$ cat src/rtl/fault_pkg.sv
package fault_pkg;
  localparam int unsigned BRIDGES = 2;
  typedef enum logic [1:0] {
    TH_COOL = 2'b00,
    TH_WARM = 2'b01,
    TH_SHDN = 2'b10
  } therm_lvl_e;
endpackage

$ cat src/rtl/thermal_latch.sv
module thermal_latch
  import fault_pkg::*;
(
  input  logic clk,
  input  logic rst_n,
  input  logic warn_i,
  input  logic shdn_i,
  input  logic rd_i,
  output logic tw_o,
  output logic tsd_o
);
  therm_lvl_e lvl;
  logic       tw_q, tsd_q;

  always_comb begin
    if (shdn_i)      lvl = TH_SHDN;
    else if (warn_i) lvl = TH_WARM;
    else             lvl = TH_COOL;
  end

  always_ff @(posedge clk or negedge rst_n) begin
    if (!rst_n) begin
      tw_q  <= 1'b0;
      tsd_q <= 1'b0;
    end else begin
      tw_q <= warn_i;
      if (lvl == TH_SHDN)                tsd_q <= 1'b1;
      else if (rd_i && lvl == TH_COOL)   tsd_q <= 1'b0;
    end
  end

  assign tw_o  = tw_q;
  assign tsd_o = tsd_q;


  tsd_set_chk: assert property (@(posedge clk) disable iff (!rst_n)
    shdn_i |=> tsd_q);

  tsd_hold_chk: assert property (@(posedge clk) disable iff (!rst_n)
    (tsd_q && !(rd_i && !warn_i)) |=> tsd_q);
endmodule

$ cat src/rtl/ovc_latch.sv
module ovc_latch #(
  parameter int unsigned W = 4
) (
  input  logic         clk,
  input  logic         rst_n,
  input  logic [W-1:0] set_i,
  input  logic         clr_i,
  output logic [W-1:0] flag_o
);
  logic [W-1:0] flag_q;

  always_ff @(posedge clk or negedge rst_n) begin
    if (!rst_n) flag_q <= '0;
    else        flag_q <= (clr_i ? '0 : flag_q) | set_i;
  end

  assign flag_o = flag_q;


  ovc_hold_chk: assert property (@(posedge clk) disable iff (!rst_n)
    !clr_i |=> ((flag_q & $past(flag_q)) == $past(flag_q)));

  ovc_set_chk: assert property (@(posedge clk) disable iff (!rst_n)
    (set_i != '0) |=> ((flag_q & $past(set_i)) == $past(set_i)));
endmodule

$ cat src/rtl/open_coil_timer.sv
module open_coil_timer #(
  parameter int unsigned OPEN_TICKS = 32
) (
  input  logic clk,
  input  logic rst_n,
  input  logic full_i,
  input  logic tick_i,
  output logic open_o
);
  localparam int unsigned CW = $clog2(OPEN_TICKS + 1);
  localparam logic [CW-1:0] LIMIT = CW'(OPEN_TICKS);

  logic [CW-1:0] cnt_q;
  logic          open_q;

  always_ff @(posedge clk or negedge rst_n) begin
    if (!rst_n) begin
      cnt_q  <= '0;
      open_q <= 1'b0;
    end else if (!full_i) begin
      cnt_q  <= '0;
      open_q <= 1'b0;
    end else if (tick_i) begin
      if (cnt_q == LIMIT) open_q <= 1'b1;
      else                cnt_q  <= cnt_q + 1'b1;
    end
  end

  assign open_o = open_q;


  open_drop_chk: assert property (@(posedge clk) disable iff (!rst_n)
    !full_i |=> !open_q);

  open_cnt_chk: assert property (@(posedge clk) disable iff (!rst_n)
    cnt_q <= LIMIT);
endmodule

$ cat src/rtl/fault_monitor.sv
module fault_monitor #(
  parameter int unsigned N_SW       = 4,
  parameter int unsigned N_COIL     = 2,
  parameter int unsigned OPEN_TICKS = 32
) (
  input  logic              clk,
  input  logic              rst_n,
  input  logic              temp_warn_i,
  input  logic              temp_shdn_i,
  input  logic [N_SW-1:0]   ovc_x_i,
  input  logic [N_SW-1:0]   ovc_y_i,
  input  logic [N_COIL-1:0] duty_full_i,
  input  logic              tick_i,
  input  logic              cp_good_i,
  input  logic              stat_rd_i,
  input  logic              ovc_clr_i,
  output logic              flag_tw_o,
  output logic              flag_tsd_o,
  output logic [N_SW-1:0]   flag_ovc_x_o,
  output logic [N_SW-1:0]   flag_ovc_y_o,
  output logic [N_COIL-1:0] flag_open_o,
  output logic              flag_cpf_o,
  output logic              drv_off_o,
  output logic              err_n_o
);
  import fault_pkg::*;
  localparam int unsigned OVC_W = BRIDGES * N_SW;

  logic [OVC_W-1:0] ovc_flags;
  logic             cpf_q;

  thermal_latch u_therm (
    .clk(clk), .rst_n(rst_n), .warn_i(temp_warn_i), .shdn_i(temp_shdn_i),
    .rd_i(stat_rd_i), .tw_o(flag_tw_o), .tsd_o(flag_tsd_o)
  );

  ovc_latch #(.W(OVC_W)) u_ovc (
    .clk(clk), .rst_n(rst_n), .set_i({ovc_y_i, ovc_x_i}),
    .clr_i(ovc_clr_i), .flag_o(ovc_flags)
  );

  assign flag_ovc_x_o = ovc_flags[N_SW-1:0];
  assign flag_ovc_y_o = ovc_flags[OVC_W-1:N_SW];

  for (genvar c = 0; c < N_COIL; c++) begin : g_coil
    open_coil_timer #(.OPEN_TICKS(OPEN_TICKS)) u_timer (
      .clk(clk), .rst_n(rst_n), .full_i(duty_full_i[c]),
      .tick_i(tick_i), .open_o(flag_open_o[c])
    );
  end

  always_ff @(posedge clk or negedge rst_n) begin
    if (!rst_n) cpf_q <= 1'b1;
    else        cpf_q <= !cp_good_i;
  end
  assign flag_cpf_o = cpf_q;

  assign drv_off_o = flag_tsd_o | (|ovc_flags);
  assign err_n_o   = !(flag_tw_o | flag_tsd_o | (|ovc_flags)
                       | (|flag_open_o) | cpf_q);


  cpf_track_chk: assert property (@(posedge clk) disable iff (!rst_n)
    !cp_good_i |=> flag_cpf_o);

  drv_release_chk: assert property (@(posedge clk) disable iff (!rst_n)
    $fell(drv_off_o) |-> (!flag_tsd_o && flag_ovc_x_o == '0 && flag_ovc_y_o == '0));
endmodule

$ cat config.mk
export PLATFORM = sky130hd
export DESIGN_NAME = fault_monitor
export DESIGN_NICKNAME = d
export VERILOG_FILES = /design/src/rtl/fault_pkg.sv /design/src/rtl/thermal_latch.sv /design/src/rtl/ovc_latch.sv /design/src/rtl/open_coil_timer.sv /design/src/rtl/fault_monitor.sv
export SDC_FILE = /design/constraint.sdc
export NUM_CORES = 1
export LEC_CHECK = 0
export CORE_MARGIN = 10
export CORE_UTILIZATION = 47
export DETAILED_ROUTE_END_ITERATION = 10
export GPL_TIMING_DRIVEN = 0
export PLACE_DENSITY = 0.8
export SLEW_MARGIN = 20
export SYNTH_ARGS = -nofsm -noshare
export SYNTH_HDL_FRONTEND = slang
export SYNTH_SLANG_ARGS = --single-unit
export TNS_END_PERCENT = 20
$ cat constraint.sdc
create_clock -name clk -period 2.3 [get_ports clk]
set_clock_uncertainty 0.2 [all_clocks]
set_input_delay 0.46 -clock clk [delete_from_list [all_inputs] [get_ports clk]]
set_output_delay 0.46 -clock clk [all_outputs]
set_load 0.01 [all_outputs]
==> results.py <==
metrics = {
    "status": {
        "status": "complete, no violations",
    },
    "critical_path": {
        "crit_family": "simple AND/OR/NAND/NOR gates",
        "worstSetupStartpointType": "register",
        "crit_required_ns": 1.64,
        "crit_path_top_delay_cell": "or4_1",
        "cp_data_arrival_time_ns": 1.48,
        "rr_endpoint": "g_coil[0].u_timer.cnt_q[1]$_DFFE_PN0P_",
        "max_stage_delay_ns": 0.53,
        "rr_worst_depth": 5,
        "crit_buf_inv": 1,
        "path_cells": "or4_1 > nor2_1 > clkbuf_2",
        "worstSetupEndpointType": "output port",
        "crit_fanout": 2,
        "path_class": "reg2out",
        "rrSetupSlack_ns": 0.50,
        "r2r_start": "g_coil[0].u_timer.cnt_q[0]$_DFFE_PN0P_",
    },
    "synthesis": {
        "synth_nets": 139,
        "synth_cells": 117,
        "yosys-top-cells-area": "dfrtp_1 (49%), a21o_1 (5.5%), nand4_1 (5.1%)",
        "synth_edf_count": 0,
        "yosys_warnings": 0,
        "seq_area_frac_synth_pct": 50.7,
        "synth.distinct_cells": 38,
        "ys.flop_type": "dfrtp_1",
        "netlist.area_leader.share_pct": 48.5,
        "async_reset_ff_share_pct": 100,
        "synth.most_common_cell": "dfrtp_1",
        "post-synth-top-area-cell": "dfrtp_1",
        "avgSynthCellArea_um2": 10.6,
        "yosys-top-cells-count": "dfrtp_1 (24), nand4_1 (10), a21o_1 (9)",
        "ys_ff_latch": 25,
        "syn_area_um2": 1240,
    },
    "place": {
        "pre_cts_slack_ns": 0.0829,
        "placedCellCount": 178,
        "gp_congestion": 0.791,
        "portBuffers": 31,
        "hpwl_mm": 2.35,
    },
    "die": {
        "die_area_um2": 5090,
        "rows": 18,
        "start_util_pct": 49.5,
        "die_h_um": 71.3,
        "core_area_um2": 2500,
        "die_x_um": 71.3,
        "io_pins": 33,
    },
    "global_routing": {
        "grt_pass1_wl_mm": 5.04,
        "grt_use_met1_pct": 14.6,
        "grtUsageMet3_pct": 3.31,
        "grt_usage_pct": 11.6,
        "grt_max_degree": 26,
        "grt_pass1_vias": 1047,
        "grt_util_met2_pct": 19.3,
        "grt_overflow_total": 0,
        "grt_antenna_before_repair": 0,
        "top_usage_layer": "met2",
    },
    "worst_hold_path": {
        "worstHoldStart": "duty_full_i[1]",
        "hold_depth": 2,
        "hp-class": "in2reg",
        "hold_end": "g_coil[1].u_timer.cnt_q[2]$_DFFE_PN0P_",
    },
    "pwr": {
        "total_power_uw": 852,
        "power_density_nw_per_um2": 525,
        "leakage_nw": 0.699,
        "vdd_drop_max_uv": 351,
    },
    "detailed_routing": {
        "avgViaCountPerCell": 5.50,
        "routed_wl_mm": 3.00,
        "route.detailed.drc": 0,
        "dr.pass1.iters": 4,
        "drt_iter0_drc": 73,
        "antenna_left": 0,
        "routedWlPerCell_um": 16.3,
        "num_vias": 1012,
    },
    "sta": {
        "finalCritPeriodShare_pct": 93.0,
        "worst_hold_slack_ns": 0.234,
        "fin_crit_ns": 2.14,
        "slew_viol_final": 0,
        "setup_tns_ns": 0,
        "rsz0062_at_grt": "false",
        "tightestPinTransition_ns": 0.557,
        "relSlewSlack_pct": 62.8,
        "fmax_mhz": 467,
        "setup_viol_count_final": 0,
        "layout_setup_ws_ns": 0.160,
        "hold_viol": 0,
    },
    "run": {
        "max-cap-violations": 0,
    },
    "clock_tree": {
        "cts_tree": "done",
        "cts-root-buf": "clkbuf_4",
        "htreeDepth": 1,
        "clkSlewWorstSetupHoldPaths_ns": 0.13,
        "cts_buffers": 3,
        "clockBufferDepth": 2,
        "cts.sinks": 25,
        "clock_latency_ns": 0.31,
    },
    "final_layout": {
        "final-instance-count-excl-fill": 184,
        "antenna_cells": 0,
        "nets": 177,
        "area_delta_synth_final_pct": 31.2,
        "drive_gt1_share_pct": 11.7,
    },
}
==> cell usage in the layout (no fill, tap or decap), drive strengths merged, types with 3 or more instances in the layout <==
| cell | instances |
|---|---|
| nor2 | 6 |
| o21ai | 3 |
| clkdlybuf4s50 | 28 |
| nand4 | 11 |
| nand2 | 8 |
| dfrtp | 24 |
| ha | 4 |
| a21o | 9 |
| buf | 7 |
| inv | 8 |
| or3 | 5 |
| clkbuf | 6 |
==> routing by layer <==
metal	vias to the layer above	routed length, um
li1	496	-
met1	482	1300
met2	32	1510
met3	2	171
met4	0	16
met5	-	0
==> worst max path at each step <==
| stage | startpoint | endpoint | slack, ns | cells past startpoint |
|---|---|---|---|---|
| floorplan | u_therm.tw_o$_DFF_PN0_ | err_n_o | 0.56 | 2 |
| global placement | g_coil[1].u_timer.open_o$_DFFE_PN0P_ | err_n_o | 0.1 | 3 |
| detailed placement | g_coil[1].u_timer.open_o$_DFFE_PN0P_ | err_n_o | 0.08 | 3 |
| CTS | g_coil[1].u_timer.open_o$_DFFE_PN0P_ | err_n_o | 0.004 | 3 |
| global route | u_therm.tw_o$_DFF_PN0_ | err_n_o | 0.08 | 3 |
| finish | u_therm.tw_o$_DFF_PN0_ | err_n_o | 0.16 | 3 |
==> area by class of cell <==
cell class,instances,area [um2]
Clock buffer,4,26.3
Inverter,8,30.0
Sequential cell,25,627
Buffer,6,38.8
Tap cell,30,37.5
Multi-Input combinational cell,78,548
Timing Repair Buffer,33,317
Fill cell,208,876
==> through the flow <==
| step | instance area (um2) | utilization [%] |
|---|---|---|
| global route | 1620 | 65.0 |
| detailed placement | 1590 | 63.4 |
| global placement | 1590 | 63.4 |
| CTS | 1620 | 64.6 |
| floorplan | 1240 | - |
| finish | 1620 | 65.0 |
==> state kept, by name, summed over array words and instances, names as in the netlist <==
name                   cells
g_coil.u_timer.cnt_q      12
u_therm.tw_o               1
g_coil.u_timer.open_o      2
u_therm.tsd_o              1
u_ovc.flag_o               8
flag_cpf_o                 1
==> where the power goes <==
part	switching, mW	internal (mW)	total [mW]
Sequential	0.0295	0.465	0.494
Combinational	0.0770	0.0876	0.165
Clock	0.125	0.0676	0.193
Total	0.232	0.620	0.852
==> kinds of logic after synthesis <==
logic type	count (synthesis)	synth area share [%]
AND/OR/NAND/NOR	48	24.0
multiplexers	1	0.910
adder cells (fa/ha/maj)	4	4.04
XOR/XNOR	4	2.83
flip-flops	25	50.7
buffers and inverters	14	5.56
AO/OA/AOI/OAI	21	12.0
==> timing repair <==
item	CTS	global route
endpoints found under the setup margin	2	1
buffers inserted	0	1
hold endpoints to repair	0	24
gates resized for setup	3	2
gates cloned	0	0
hold buffers	0	1
No activity file was read; power rests on OpenSTA's default activity.
